### config.mk
export PLATFORM = sky130hd
export DESIGN_NAME = indirect_reg_window
export DESIGN_NICKNAME = d
export VERILOG_FILES = /design/src/rtl/irw_pkg.sv /design/src/rtl/irw_addr_decode.sv /design/src/rtl/irw_host_regs.sv /design/src/rtl/irw_bus_master.sv /design/src/rtl/irw_read_return.sv /design/src/rtl/indirect_reg_window.sv
export SDC_FILE = /design/constraint.sdc
export NUM_CORES = 1
export LEC_CHECK = 0
export CAP_MARGIN = 5
export CORE_ASPECT_RATIO = 1.25
export CORE_MARGIN = 2
export CORE_UTILIZATION = 40
export DETAILED_ROUTE_END_ITERATION = 16
export DONT_BUFFER_PORTS = 1
export PLACE_DENSITY_LB_ADDON = 0.3
export SLEW_MARGIN = 10
export SYNTH_ARGS = -nofsm -noshare
export SYNTH_HDL_FRONTEND = slang
export SYNTH_SLANG_ARGS = --single-unit
### constraint.sdc
create_clock -name clk -period 1.3 [get_ports clk]
set_input_delay 0.065 -clock clk [delete_from_list [all_inputs] [get_ports clk]]
set_output_delay 0.065 -clock clk [all_outputs]
set_load 0.03 [all_outputs]
### src/rtl/irw_pkg.sv
package irw_pkg;
  localparam logic [7:0]  OFS_CTRL = 8'h68;
  localparam logic [7:0]  OFS_PTR  = 8'h78;
  localparam logic [7:0]  OFS_DATA = 8'h80;
  localparam int unsigned EN_BIT   = 7;
  localparam int unsigned PTR_LSB  = 2;

  typedef enum logic [1:0] {
    SEL_NONE,
    SEL_CTRL,
    SEL_PTR,
    SEL_DATA
  } irw_sel_e;
endpackage

### src/rtl/irw_addr_decode.sv
module irw_addr_decode #(
  parameter int unsigned HOST_AW = 8
) (
  input  logic [HOST_AW-1:0] host_addr,
  output irw_pkg::irw_sel_e  sel
);
  import irw_pkg::*;

  always_comb begin
    if (host_addr == HOST_AW'(OFS_CTRL))      sel = SEL_CTRL;
    else if (host_addr == HOST_AW'(OFS_PTR))  sel = SEL_PTR;
    else if (host_addr == HOST_AW'(OFS_DATA)) sel = SEL_DATA;
    else                                      sel = SEL_NONE;
  end
endmodule

### src/rtl/irw_host_regs.sv
module irw_host_regs #(
  parameter int unsigned PTR_W = 16
) (
  input  logic             clk,
  input  logic             rst_n,
  input  logic             ctrl_wr,
  input  logic             ctrl_wdata,
  input  logic             ptr_wr,
  input  logic [PTR_W-1:0] ptr_bit_en,
  input  logic [PTR_W-1:0] ptr_wdata,
  output logic             en,
  output logic [PTR_W-1:0] ptr_word
);
  logic             en_d;
  logic [PTR_W-1:0] ptr_d;

  // next-state
  always_comb begin
    en_d = en;
    if (ctrl_wr) en_d = ctrl_wdata;
  end

  always_comb begin
    ptr_d = ptr_word;
    if (ptr_wr) ptr_d = (ptr_bit_en & ptr_wdata) | (~ptr_bit_en & ptr_word);
  end

  // registers with explicit clock enables
  always_ff @(posedge clk or negedge rst_n) begin
    if (!rst_n)       en <= 1'b0;
    else if (ctrl_wr) en <= en_d;
  end

  always_ff @(posedge clk or negedge rst_n) begin
    if (!rst_n)      ptr_word <= '0;
    else if (ptr_wr) ptr_word <= ptr_d;
  end

  // pointer holds unless written
  a_r3_ptr_hold: assert property (@(posedge clk) disable iff (!rst_n)
    !ptr_wr |=> $stable(ptr_word));

  // bits outside enabled lanes never change on a pointer write
  a_r10_ptr_lane: assert property (@(posedge clk) disable iff (!rst_n)
    ptr_wr |=> ((ptr_word ^ $past(ptr_word)) & ~$past(ptr_bit_en)) == '0);

  // enable bit holds unless its lane is written
  a_r1_en_hold: assert property (@(posedge clk) disable iff (!rst_n)
    !ctrl_wr |=> $stable(en));
endmodule

### src/rtl/irw_bus_master.sv
module irw_bus_master #(
  parameter int unsigned PTR_W = 16,
  parameter int unsigned DW    = 32,
  localparam int unsigned BE_W = DW / 8
) (
  input  logic              clk,
  input  logic              rst_n,
  input  irw_pkg::irw_sel_e sel,
  input  logic              en,
  input  logic              host_wr,
  input  logic              host_rd,
  input  logic [BE_W-1:0]   host_be,
  input  logic [DW-1:0]     host_wdata,
  input  logic [PTR_W-1:0]  ptr_word,
  output logic [PTR_W-1:0]  int_addr,
  output logic              int_wr,
  output logic [BE_W-1:0]   int_be,
  output logic [DW-1:0]     int_wdata,
  output logic              int_rd
);
  import irw_pkg::*;

  logic port_hit;

  always_comb begin
    port_hit  = (sel == SEL_DATA) && en;
    int_addr  = ptr_word;
    int_be    = host_be;
    int_wdata = host_wdata;
    int_wr    = port_hit && host_wr && (host_be != '0);
    int_rd    = port_hit && host_rd;
  end

  // input envelope: one host command per cycle
  a_in_one_cmd: assert property (@(posedge clk) disable iff (!rst_n)
    !(host_wr && host_rd));

  // no internal write without a byte enable
  a_r6_no_empty_write: assert property (@(posedge clk) disable iff (!rst_n)
    int_wr |-> (host_be != '0));

  // closed window issues nothing
  a_r7_gate: assert property (@(posedge clk) disable iff (!rst_n)
    !en |-> (!int_wr && !int_rd));

  // internal write targets the stored pointer
  a_r4_target: assert property (@(posedge clk) disable iff (!rst_n)
    int_wr |-> (host_wr && int_addr == ptr_word));
endmodule

### src/rtl/irw_read_return.sv
module irw_read_return #(
  parameter int unsigned PTR_W = 16,
  parameter int unsigned DW    = 32,
  localparam int unsigned PTR_MSB = irw_pkg::PTR_LSB + PTR_W - 1
) (
  input  logic              clk,
  input  logic              rst_n,
  input  logic              host_rd,
  input  irw_pkg::irw_sel_e sel,
  input  logic              en,
  input  logic [PTR_W-1:0]  ptr_word,
  input  logic [DW-1:0]     int_rdata,
  output logic [DW-1:0]     host_rdata,
  output logic              host_rvalid
);
  import irw_pkg::*;

  logic [DW-1:0] ctrl_view;
  logic [DW-1:0] ptr_view;
  logic [DW-1:0] rdata_d;

  always_comb begin
    ctrl_view         = '0;
    ctrl_view[EN_BIT] = en;
    ptr_view          = '0;
    ptr_view[PTR_MSB:PTR_LSB] = ptr_word;
    unique case (sel)
      SEL_CTRL: rdata_d = ctrl_view;
      SEL_PTR:  rdata_d = ptr_view;
      SEL_DATA: rdata_d = en ? int_rdata : '0;
      default:  rdata_d = '0;
    endcase
  end

  always_ff @(posedge clk or negedge rst_n) begin
    if (!rst_n)       host_rdata <= '0;
    else if (host_rd) host_rdata <= rdata_d;
  end

  always_ff @(posedge clk or negedge rst_n) begin
    if (!rst_n) host_rvalid <= 1'b0;
    else        host_rvalid <= host_rd;
  end

  // valid follows every read, and only reads
  a_r8_valid_after_rd: assert property (@(posedge clk) disable iff (!rst_n)
    host_rd |=> host_rvalid);
  a_r8_no_spurious_valid: assert property (@(posedge clk) disable iff (!rst_n)
    !host_rd |=> !host_rvalid);

  // reserved pointer bits read zero
  a_r2_reserved_zero: assert property (@(posedge clk) disable iff (!rst_n)
    (host_rvalid && $past(sel == SEL_PTR)) |->
      (host_rdata[PTR_LSB-1:0] == '0 && host_rdata[DW-1:PTR_MSB+1] == '0));

  // unmapped offsets read zero
  a_r9_unmapped_zero: assert property (@(posedge clk) disable iff (!rst_n)
    (host_rvalid && $past(sel == SEL_NONE)) |-> host_rdata == '0);

  // closed window data read returns zero
  a_r7_read_zero: assert property (@(posedge clk) disable iff (!rst_n)
    (host_rvalid && $past(sel == SEL_DATA && !en)) |-> host_rdata == '0);
endmodule

### src/rtl/indirect_reg_window.sv
module indirect_reg_window #(
  parameter int unsigned HOST_AW = 8,
  parameter int unsigned PTR_W   = 16,
  parameter int unsigned DW      = 32,
  localparam int unsigned BE_W    = DW / 8,
  localparam int unsigned PTR_MSB = irw_pkg::PTR_LSB + PTR_W - 1
) (
  input  logic               clk,
  input  logic               rst_n,
  input  logic [HOST_AW-1:0] host_addr,
  input  logic               host_wr,
  input  logic               host_rd,
  input  logic [BE_W-1:0]    host_be,
  input  logic [DW-1:0]      host_wdata,
  output logic [DW-1:0]      host_rdata,
  output logic               host_rvalid,
  output logic [PTR_W-1:0]   int_addr,
  output logic               int_wr,
  output logic [BE_W-1:0]    int_be,
  output logic [DW-1:0]      int_wdata,
  output logic               int_rd,
  input  logic [DW-1:0]      int_rdata
);
  import irw_pkg::*;

  irw_sel_e         sel;
  logic             en;
  logic [PTR_W-1:0] ptr_word;
  logic [PTR_W-1:0] ptr_bit_en;
  logic             ptr_wr;
  logic             ctrl_wr;

  irw_addr_decode #(.HOST_AW(HOST_AW)) u_decode (
    .host_addr (host_addr),
    .sel       (sel)
  );

  // per-bit lane enables for the stored pointer field
  for (genvar i = 0; i < PTR_W; i++) begin : g_ptr_lane
    assign ptr_bit_en[i] = host_be[(i + PTR_LSB) / 8];
  end

  assign ptr_wr  = host_wr && (sel == SEL_PTR);
  assign ctrl_wr = host_wr && (sel == SEL_CTRL) && host_be[EN_BIT / 8];

  irw_host_regs #(.PTR_W(PTR_W)) u_regs (
    .clk        (clk),
    .rst_n      (rst_n),
    .ctrl_wr    (ctrl_wr),
    .ctrl_wdata (host_wdata[EN_BIT]),
    .ptr_wr     (ptr_wr),
    .ptr_bit_en (ptr_bit_en),
    .ptr_wdata  (host_wdata[PTR_MSB:PTR_LSB]),
    .en         (en),
    .ptr_word   (ptr_word)
  );

  irw_bus_master #(.PTR_W(PTR_W), .DW(DW)) u_master (
    .clk        (clk),
    .rst_n      (rst_n),
    .sel        (sel),
    .en         (en),
    .host_wr    (host_wr),
    .host_rd    (host_rd),
    .host_be    (host_be),
    .host_wdata (host_wdata),
    .ptr_word   (ptr_word),
    .int_addr   (int_addr),
    .int_wr     (int_wr),
    .int_be     (int_be),
    .int_wdata  (int_wdata),
    .int_rd     (int_rd)
  );

  irw_read_return #(.PTR_W(PTR_W), .DW(DW)) u_rret (
    .clk         (clk),
    .rst_n       (rst_n),
    .host_rd     (host_rd),
    .sel         (sel),
    .en          (en),
    .ptr_word    (ptr_word),
    .int_rdata   (int_rdata),
    .host_rdata  (host_rdata),
    .host_rvalid (host_rvalid)
  );

  // a closed window only opens through a lane-0 control write
  a_r1_open_by_ctrl: assert property (@(posedge clk) disable iff (!rst_n)
    $rose(en) |-> $past(host_wr && sel == SEL_CTRL && host_be[EN_BIT / 8]));
endmodule

* Word level (Yosys, flattened, before mapping) *
Cells that the tools add are included.

cells by class
  equal/unequal tests = 6
  muxes and demuxes = 5
  bitwise gates (word level) = 4
  reduce and logical (&&, ||, !) cells = 8

operators with widths
  operator                                                                count
  32-bit case mux with 3 select lines                                     1
  16-bit AND                                                              2
  32-bit 2-to-1 mux                                                       1
  8-bit by 7-bit equality test with 1-bit output (second input constant)  2
  16-bit NOT                                                              1
  16-bit bitwise OR                                                       1
  8-bit equality test (second input constant)                             1
  1-bit logical AND                                                       7
  2-bit 2-to-1 mux                                                        3
  2-bit equality test (second input constant)                             2
  4-bit nonzero test                                                      1
  2-bit by 1-bit equality test with 1-bit output (second input constant)  1

word-level totals
  bits in registers = 50
  bits of input ports = 80
  output and inout bits = 87
  word-level logic and storage cells = 27

* Longest topological paths before layout *
Gate-level depths: netlist of the first run.

  depth in word-level cells = 8
  mapped depth = 5
  depth with buffers taken out = 4

* Cells and area by module *
Synthesis of the first run repeated with hierarchy kept, for this count alone.

unflattened totals
  cells, all modules = 209
  area, all modules = 2587.5 um^2

modules (own cells, without submodules)
  module               times used  cells an instance  area an instance (um^2)  sequential area each (um^2)
  irw_read_return      1           93                 1352.5                   825.8
  irw_host_regs        1           52                 737.0                    425.4
  irw_bus_master       1           56                 421.7                    0.0
  irw_addr_decode      1           6                  56.3                     0.0
  indirect_reg_window  1           2                  20.0                     0.0

* Worst setup path after synthesis of the first run *
No wires, ideal clock.

  kind = input -> output
  from = input port host_addr[5]
  to = output port int_wr
  data arrival time = 1474 ps
  required time = 1235 ps
  slack = -239 ps
  stages on the path = 4
  path buffers = 1
  cells stage by stage = or4b_4 -> nor4b_4 -> buf_6 -> and3_1

between the ends
  longest elaborated chain between the ends = 8
  elaborated cells between the ends (all ways) = 10
  classes of those cells = eq/ne: 4; mux: 3; reduce/logical: 3

ends and longest elaborated chain
  element                             RTL line                   text
  start: declaration                  indirect_reg_window.sv:10  input logic [HOST_AW-1:0] host_addr,
  8-bit equality test                 irw_addr_decode.sv:12      else if (host_addr == HOST_AW'(OFS_DATA)) sel = SEL_DATA;
  2-bit 2-to-1 mux                    irw_addr_decode.sv:12
  2-bit 2-to-1 mux                    irw_addr_decode.sv:11      else if (host_addr == HOST_AW'(OFS_PTR)) sel = SEL_PTR;
  2-bit 2-to-1 mux (*)                irw_addr_decode.sv:10      if (host_addr == HOST_AW'(OFS_CTRL)) sel = SEL_CTRL;
  2-bit equality test (*)             irw_bus_master.sv:26       port_hit = (sel == SEL_DATA) && en;
  1-bit logical AND (*)               irw_bus_master.sv:26
  1-bit logical AND (*) (2 in a row)  irw_bus_master.sv:30       int_wr = port_hit && host_wr && (host_be != '0);
  end: declaration                    indirect_reg_window.sv:18  output logic int_wr,

Mark *: on every way between the ends. The rest lies on a longest branch, timed or not.

* Worst setup path in the final report of the first run *
  from = register u_regs.en
  to = output port int_wr

between the ends
  longest elaborated chain between the ends = 3

ends and longest elaborated chain
  element                         RTL line              text
  start: declaration              irw_host_regs.sv:11   output logic en,
  start signal: assignment        irw_host_regs.sv:31   else if (ctrl_wr) en <= en_d;
  1-bit logical AND               irw_bus_master.sv:26
  1-bit logical AND (2 in a row)  irw_bus_master.sv:30

Every way passes these cells.

==> reports/metrics.cfg, run 1 <==
[timing]
hold_viol_final=0
worst_pin_slew_ns=0.379
fmax_mhz=699
setup-violations-final=11
slew_violations=0
rsz0062_at_grt=yes
slew-limit-headroom=0.747
fin_crit_ns=1.43
tns_ns=-0.628
fin_skew_ns=0.00686
fin_ws_ns=-0.131
min_period_over_period=1.10

[yosys]
synth.cell_area_um2=2420
synthDistinctLibCells=24
postSynthAreaPerCell_um2=10.4
synth.most_common_cell=dfrtp_1
yosysSeqAreaShare=0.517
async_reset_ff_frac=1.00
yosysTopAreaCellShare=0.517
synth_flop_cell=dfrtp_1
synth_common_cells=50 x dfrtp_1, 37 x buf_4, 34 x inv_1, 19 x nand3_1, 18 x o21ai_0
yosysWarnings=0
synthCells=232
synth_seq_cells=50
synthTopCellsByArea=dfrtp_1 52%, buf_4 11%, mux2_2 7.9%
yosysTopAreaCell=dfrtp_1
syn_nets=312
synth-edff-count=0

[place]
post-place-cells=282
post-place-ws_ns=-0.210
globalplace.congestion=0.810
place_area_um2=2500
dpl.hpwl_mm=3.88
port_buffers=0

[route]
firstDrtPassIters=4
avgRoutedWirePerCell_um=17.5
drcViolationCount=0
vias=1859
wl_mm=6.07
initialDrtViolationCount=88
ant_nets=0
via_per_inst=5.36

[die]
die_h_um=91.0
fp-row-count=31
io_pins=167
dieWidth_um=73.6
initial_utilization=0.416
die_area_um2=6690
core_um2=5820

[setup_path]
worstSetupStartpoint=u_regs.en
reg2reg_depth=6
critPathKind=reg2out
r2r_start=u_regs.en
worst_path_max_delay_cell=dfrtp_1
cp-end-kind=output port
reg2reg_to=u_rret.host_rdata[27]
cpPeakStageDelay_ns=0.37
crit_chain=nor4b_4 -> buf_12 -> and3_4
rrSetupSlack_ns=-0.08
worst_setup_path_start_kind=flop
crit_fanout=4
critical_path_arrival_ns=1.37
cp.required_ns=1.24

[clocking]
clock_latency_ns=0.30
cts.sinks=50
clkSlewWorstSetupHoldPaths_ns=0.08
numCtsBuffers=5
clock_path_buffers=2
cts_max_level=2
cts_tree=yes
ctsRootBufferMaster=clkbuf_8

[global_route]
antenna_found_initial=0
grtUsageTotal=0.180
grt_overflow=0
grt_pass1_wl_mm=9.31
grt_pass1_vias=1933
grt_max_degree=51

[pwr]
power_frac_comb=0.085
p_clk_frac=0.335
intPower_w=0.00213
power.switching_w=0.000651
power_frac_seq=0.580
leakagePower_nw=1.39
irDropWorstVdd_uv=488
cellPowerDensity_nw_per_um2=856
netSwitchingFraction=0.234

[cells_and_area]
area_growth_pct=34.4
fin_area_um2=3250
antenna_cells=0
finish.utilization=0.559
fillers=498
nets=360
instances_no_fill=347
drive_above_1_share=0.317

[min_path]
hold_depth=2
hp-class=in2reg
min-delay-start=host_addr[4]
min_to=u_regs.en

[run]
maxCapViolCount=0

[outcome]
outcome=finished with violations
failed_checks=negative setup slack

==> logic make-up after synthesis <==
kind of cell | Yosys count | share of synthesized area
flip-flops | 50 | 0.517
multiplexers | 17 | 0.0791
AO/OA/AOI/OAI | 50 | 0.128
buffers and inverters | 81 | 0.189
AND/OR/NAND/NOR | 34 | 0.0873
==> critical path, delay by kind of cell, from the launching register on <==
| kind | cells | cell delay (ns) |
|---|---|---|
| flops | 1 | 0.37 |
| buf+inv | 1 | 0.16 |
| simple gates | 2 | 0.54 |
==> how the worst max path moves through the flow <==
stage,end,slack (ns)
final,int_wr,-0.13
after global routing,int_wr,-0.19
after CTS,int_wr,-0.11
after detailed placement,u_rret.host_rdata[5],-0.21
after global placement,int_wr,-0.19
after floorplan,int_wr,-0.18
==> layer usage <==
metal | part of all wire | GRT usage
met1 | 0.37 | 0.201
met5 | 0 | 0
met3 | 0.077 | 0.0477
met2 | 0.54 | 0.323
met4 | 0.013 | 0.0561
==> placed cells by master, fill, tap and decap left out, types with 2 or more instances in the layout <==
master,instances
nor2_1,2
o22ai_1,14
o21ai_0,3
nand3_2,4
clkbuf_8,6
o22ai_2,2
dfrtp_1,50
a22oi_1,3
buf_4,31
nand3_1,15
o21ai_1,15
buf_12,3
buf_6,3
inv_1,34
a22oi_2,12
mux2_2,17
dlygate4sd3_1,49
==> power groups by stage <==
stage          Clock, W  Sequential [W]  Combinational [W]
6_report       0.000933         0.00162           0.000238
5_1_grt         0.00104         0.00162           0.000259
4_1_cts        0.000983         0.00161           0.000237
3_5_place_dp          0         0.00165          0.0000401
3_3_place_gp          0         0.00165          0.0000390
2_1_floorplan         0         0.00164           0.000258
==> area by class of cell <==
class / count / area, µm² / share of cell area
tap: 66 / 82.6 / 0.0254
inverter: 34 / 128 / 0.0392
clock inverter: 2 / 12.5 / 0.00384
clock buffer: 6 / 82.6 / 0.0254
sequential: 50 / 1250 / 0.384
multi-input combinational: 101 / 828 / 0.255
timing repair buffer: 88 / 870 / 0.267
==> timing repair <==
item	4_1_cts	5_1_grt
hold buffers	51	0
endpoints found under the setup margin	2	30
endpoints found under the hold margin	100	0
pin swaps	2	10
setup buffers	4	2
cloned	0	1
gates resized for setup	3	17
==> metrics by stage <==
step | power (W) | hold WS [ns]
CTS | 0.00283 | 0.0221
floorplan | 0.00190 | -0.231
detailed placement | 0.00169 | -0.229
global placement | 0.00168 | -0.229
global route | 0.00292 | 0.0278
finish | 0.00279 | 0.0326
(Power assumes the default switching activity.)
==> inputs of run 2 (changes only) <==
ABC_AREA = 1   (was not set)
==> reports/metrics.cfg, run 2 <==
[outcome]
outcome=finished clean

[clocking]
cts.sinks=50  ; unchanged
cts_tree=yes
ctsRootBufferMaster=clkbuf_8
clock_latency_ns=0.30  ; about the same
clock_path_buffers=2  ; unchanged
clkSlewWorstSetupHoldPaths_ns=0.09  ; about the same
numCtsBuffers=5  ; unchanged
cts_max_level=2  ; unchanged

[global_route]
grt_max_degree=51  ; unchanged
grt_pass1_vias=2143  ; +11%
grtUsageTotal=0.179  ; -0.000678
antenna_found_initial=0  ; unchanged
grt_overflow=0  ; unchanged
grt_pass1_wl_mm=10.4  ; +12%

[cells_and_area]
nets=437  ; +21%
area_growth_pct=19.3
mostFrequentLayoutCell=nand2_1
fin_area_um2=3140  ; -3.6%
drive_above_1_share=0.103  ; -0.213
antenna_cells=0  ; unchanged
final_cell_mix=161 x nand2_1, 49 x dfrtp_1, 48 x dlygate4sd3_1

[setup_path]
cp-end-kind=flop
reg2reg_depth=6  ; unchanged
cp.depth=5  ; +2
cp.required_ns=1.49  ; +0.25 ns
path_buf_inv=2  ; +1
crit_fanout=4  ; unchanged
worst_path_max_delay_cell=dlygate4sd3_1
cpPeakStageDelay_ns=0.58  ; +0.21 ns
worst_setup_path_start_kind=primary input
crit_family=buffers and inverters
critical_path_arrival_ns=1.38  ; about the same
crit_chain=dlygate4sd3_1 -> nand3_1 -> dlygate4sd3_1 -> nand2_1 -> nand2_1
critPathKind=in2reg

[yosys]
yosysWarnings=0  ; unchanged
postSynthAreaPerCell_um2=7.83  ; -25%
synth-edff-count=0  ; unchanged
synth_flop_cell=dfrtp_1
synthDistinctLibCells=23  ; -4.2%
yosysTopAreaCell=dfrtp_1
synth_common_cells=161 x nand2_1, 50 x dfrtp_1, 38 x buf_4, 27 x nand3_1, 14 x inv_1
synthCells=336  ; +45%
syn_nets=416  ; +33%
synth.cell_area_um2=2630  ; +8.7%
synth_seq_cells=50  ; unchanged
yosysSeqAreaShare=0.476  ; -0.0413
synthTopCellsByArea=dfrtp_1 48%, nand2_1 23%, buf_4 11%
synth.most_common_cell=nand2_1
yosysTopAreaCellShare=0.476  ; -0.0413
async_reset_ff_frac=1.00  ; unchanged

[route]
initialDrtViolationCount=86  ; -2.3%
vias=2154  ; +16%
avgRoutedWirePerCell_um=14.5  ; -17%
wl_mm=6.44  ; +6.0%
ant_nets=0  ; unchanged
firstDrtPassIters=4  ; unchanged
via_per_inst=4.84  ; -9.6%
drcViolationCount=0  ; unchanged

[timing]
setup-violations-final=0  ; -11
worst_pin_slew_ns=0.656  ; +0.276 ns
rsz0062_at_grt=no
tns_ns=0  ; +0.628 ns
fmax_mhz=840  ; +20%
min_period_over_period=0.916  ; -0.185
hold_viol_final=0  ; unchanged
slew-limit-headroom=0.561  ; -0.186
fin_skew_ns=0.00768  ; +0.000816 ns
fin_crit_ns=1.19  ; -0.240 ns
slew_violations=0  ; unchanged

[pwr]
cellPowerDensity_nw_per_um2=943  ; +10%
power.switching_w=0.000675  ; +3.7%
intPower_w=0.00229  ; +7.1%
power_frac_seq=0.548  ; -0.032
power_frac_comb=0.094  ; +0.009
leakagePower_nw=1.69  ; +21%
netSwitchingFraction=0.228  ; -0.00562
irDropWorstVdd_uv=412  ; -16%
p_clk_frac=0.358  ; +0.023

[die]
initial_utilization=0.406  ; -0.0102
die_area_um2=7250  ; +8.3%
fp-row-count=33  ; +6.5%
dieWidth_um=76.5  ; +4.0%
core_um2=6480  ; +11%
io_pins=167  ; unchanged
die_h_um=94.7  ; +4.1%

[min_path]
hp-class=in2reg
hold_depth=3  ; +1

[place]
globalplace.congestion=0.738  ; -8.9%
port_buffers=0  ; unchanged
dpl.hpwl_mm=4.43  ; +14%
place_area_um2=2480  ; -0.50%

[run]
maxCapViolCount=0  ; unchanged

==> run 2: cell count changes after synthesis, moves of 12 or more <==
cell	change
a22oi_1	-15
inv_1	-20
mux2_2	-17
nand2_1	+160
o21ai_0	-12
o22ai_1	-16
==> run 2: final timing paths <==
kind,start,to,slack (ns)
max,host_be[2],flop,0.11
min,host_be[1],flop,0.007
max reg2reg,u_regs.en,u_rret.host_rdata[4],0.18
min reg2reg,flop,u_rret.host_rdata[8],0.66
max in group asynchronous,rst_n,u_regs.en,0.78
min in group asynchronous,rst_n,u_rret.host_rdata[0],0.28
==> run 2: cell type report <==
class / instances / area (µm²)
clock buffer: 7 / 76.3
clock inverter: 1 / 30.0
fill: 634 / 3340
inverter: 17 / 67.6
multi-input combinational: 222 / 992
sequential: 50 / 1250
tap: 87 / 109
timing repair buffer: 61 / 611
==> run 2: cell families after synthesis <==
family          count (synthesis)  synth area share
simple gates                  206             0.343
compound gates                 16            0.0304
buf+inv                        64             0.151
flops                          50             0.476
==> run 2: timing repair <==
action / in CTS / in global routing
setup endpoints to repair: 2 / 1
gates resized for setup: 2 / 1
pin swaps: 0 / 0
hold buffers: 49 / 0
hold endpoints to repair: 100 / 0
buffers inserted: 4 / 0
==> run 2: power by group through the flow <==
stage / registers (W) / clock network (W) / logic, W
final: 0.00162 / 0.00106 / 0.000278
after global routing: 0.00163 / 0.00117 / 0.000308
after CTS: 0.00162 / 0.00112 / 0.000280
after detailed placement: 0.00165 / 0 / 0.000114
after global placement: 0.00165 / 0 / 0.000111
after floorplan: 0.00165 / 0 / 0.000306
==> run 2: worst register-to-register path, delay by kind of cell, from the launching register on <==
kind,cells,cell delay (ns)
and+or+nand+nor,3,0.18
buffers and inverters,2,0.32
DFF,1,0.44
AOI/OAI and AO/OA,1,0.08
==> run 2: layer usage <==
metal / GRT usage / part of all wire
met1: 0.213 / 0.41
met2: 0.318 / 0.51
met4: 0.0606 / 0.013
met5: 0 / 0
met3: 0.0449 / 0.068
==> run 2: stage by stage <==
step | utilization | power, W | cells | worst slack [ns] | hold slack (ns)
after floorplan | - | 0.00196 | 336 | 0.0148 | -0.231
after global placement | 0.383 | 0.00177 | 384 | 0.229 | -0.230
after detailed placement | 0.383 | 0.00177 | 384 | 0.191 | -0.229
after CTS | 0.483 | 0.00302 | 445 | 0.0531 | 0.000353
after global routing | 0.484 | 0.00310 | 445 | 0.0300 | 0.0107
final | 0.484 | 0.00296 | 445 | 0.110 | 0.00668
==> inputs of run 3 (changes only) <==
CORE_ASPECT_RATIO = 2   (was 1.25)
==> reports/metrics.cfg, run 3 (synthesized netlist as in run 2, its figures left out) <==
[clocking]
clock_path_buffers=2  ; unchanged
clkSlewWorstSetupHoldPaths_ns=0.07  ; -0.02 ns
ctsRootBufferMaster=clkbuf_16
cts_max_level=2  ; unchanged
cts.sinks=50  ; unchanged
cts_tree=yes
clock_latency_ns=0.29  ; about the same
numCtsBuffers=5  ; unchanged

[timing]
setup-violations-final=0  ; unchanged
fmax_mhz=815  ; -2.9%
min_period_over_period=0.943  ; +0.0276
fin_crit_ns=1.23  ; +0.0359 ns
fin_skew_ns=0.00672  ; -0.000954 ns
slew-limit-headroom=0.603  ; +0.0411
slew_violations=0  ; unchanged
tns_ns=0  ; unchanged
hold_viol_final=0  ; unchanged
worst_pin_slew_ns=0.594  ; -0.0614 ns
rsz0062_at_grt=no

[cells_and_area]
instances_no_fill=435  ; -2.2%
mostFrequentLayoutCell=nand2_1
area_growth_pct=18.1
final_cell_mix=161 x nand2_1, 49 x dfrtp_1, 37 x dlygate4sd3_1
drive_above_1_share=0.117  ; +0.0141
fillers=662  ; +4.4%
nets=428  ; -2.1%
antenna_cells=0  ; unchanged

[route]
vias=2058  ; -4.5%
wl_mm=6.26  ; -2.7%
via_per_inst=4.73  ; -2.3%
topRoutingLayerUsed=met4
met1_length_mm=2.12  ; -20%
drcViolationCount=0  ; unchanged
met2_length_mm=3.47  ; +5.7%
firstDrtPassIters=6  ; +2
ant_nets=0  ; unchanged
avgRoutedWirePerCell_um=14.4  ; -0.48%
wl_met3_um=502  ; +14%
initialDrtViolationCount=92  ; +7.0%

[die]
core_um2=6360  ; -1.9%
io_pins=167  ; unchanged
die_area_um2=7280  ; +0.48%
dieWidth_um=61.4  ; -20%
fp-row-count=41  ; +24%
initial_utilization=0.414  ; +0.00774
die_h_um=119  ; +25%

[place]
globalplace.congestion=0.827  ; +12%
post-place-cells=386  ; +0.52%
dpl.hpwl_mm=4.47  ; +0.83%
port_buffers=0  ; unchanged

[min_path]
hp-class=in2reg
hold_depth=4  ; +1

[pwr]
leakagePower_nw=1.69  ; -0.27%
cellPowerDensity_nw_per_um2=1080  ; +14%
irDropWorstVdd_uv=504  ; +22%

[global_route]
grt_overflow=0  ; unchanged
grt_max_degree=51  ; unchanged
grt_pass1_wl_mm=9.54  ; -8.2%
grt_pass1_vias=2044  ; -4.6%
grtUsageTotal=0.176  ; -0.00329
antenna_found_initial=0  ; unchanged

[setup_path]
cp-end-kind=output port
reg2reg_depth=5  ; -1
crit_chain=nand3_2 -> nor3_2 -> buf_4
critPathKind=reg2out
cpPeakStageDelay_ns=0.42  ; -0.16 ns
worst_path_max_delay_cell=dfrtp_2
worst_setup_path_start_kind=flop
critical_path_arrival_ns=1.16  ; -0.22 ns
crit_fanout=6  ; +2
cp.required_ns=1.24  ; -0.25 ns

[run]
maxCapViolCount=0  ; unchanged

[outcome]
outcome=finished clean

==> run 3: cell types whose count changed in the layout (fill, tap and decap cells not counted) <==
cell	previous run	this run
buf_4	11	13
clkbuf_1	2	1
clkbuf_16	0	5
clkbuf_8	5	0
clkinvlp_4	0	1
dlygate4sd3_1	48	37
nor3_1	1	0
nor3_2	1	2
==> run 3: metal layers <==
layer / vias to the layer above / GRT usage
li1: 1031 / -
met1: 913 / 0.168
met2: 100 / 0.316
met3: 14 / 0.0470
met4: 0 / 0.0931
met5: - / 0
==> run 3: metrics by stage <==
step           cell area, µm²  hold WS (ns)   util  worst slack (ns)  total power [W]
2_1_floorplan            2640        -0.231      -            0.0148          0.00196
3_3_place_gp             2510        -0.230  0.394             0.225          0.00177
3_5_place_dp             2510        -0.230  0.394             0.194          0.00177
4_1_cts                  3090      0.000661  0.486          0.000999          0.00339
5_1_grt                  3110        0.0223  0.488            0.0232          0.00348
6_report                 3110       0.00700  0.488            0.0737          0.00334
==> run 3: cell type report <==
class / count / area [µm²] / share of cell area
Timing Repair Buffer: 52 / 515 / 0.166
Inverter: 17 / 67.6 / 0.0217
Tap cell: 86 / 108 / 0.0346
Clock buffer: 6 / 129 / 0.0415
Clock inverter: 2 / 37.5 / 0.0121
Sequential cell: 50 / 1250 / 0.403
Multi-Input combinational cell: 222 / 997 / 0.321
==> run 3: final timing paths <==
| path | startpoint | end | slack (ns) |
|---|---|---|---|
| hold reg to reg | flop | flop | 0.51 |
| max in group asynchronous | rst_n | asynchronous set/reset pin | 0.77 |
| min in group asynchronous | rst_n | u_rret.host_rvalid | 0.28 |
| setup / recovery | u_regs.en | int_wr | 0.07 |
| hold / removal | int_rdata[10] | u_rret.host_rdata[10] | 0.007 |
| setup reg to reg | u_regs.en | u_rret.host_rdata[0] | 0.23 |
==> run 3: where the power goes <==
part / total, W / internal [W] / switching (W)
Combinational: 0.000259 / 0.000119 / 0.000139
Clock: 0.00147 / 0.000909 / 0.000559
Sequential: 0.00162 / 0.00157 / 0.0000430
==> run 3: timing repair <==
action / CTS / global route
gates resized for setup: 2 / 2
endpoints found under the hold margin: 100 / 0
setup buffers: 2 / 1
setup endpoints to repair: 2 / 2
hold buffers: 38 / 0
==> run 3: critical path: cells and delay by family (launching register included) <==
family | cells | cell delay [ns]
buffers and inverters | 1 | 0.18
DFF | 1 | 0.42
and+or+nand+nor | 2 | 0.28
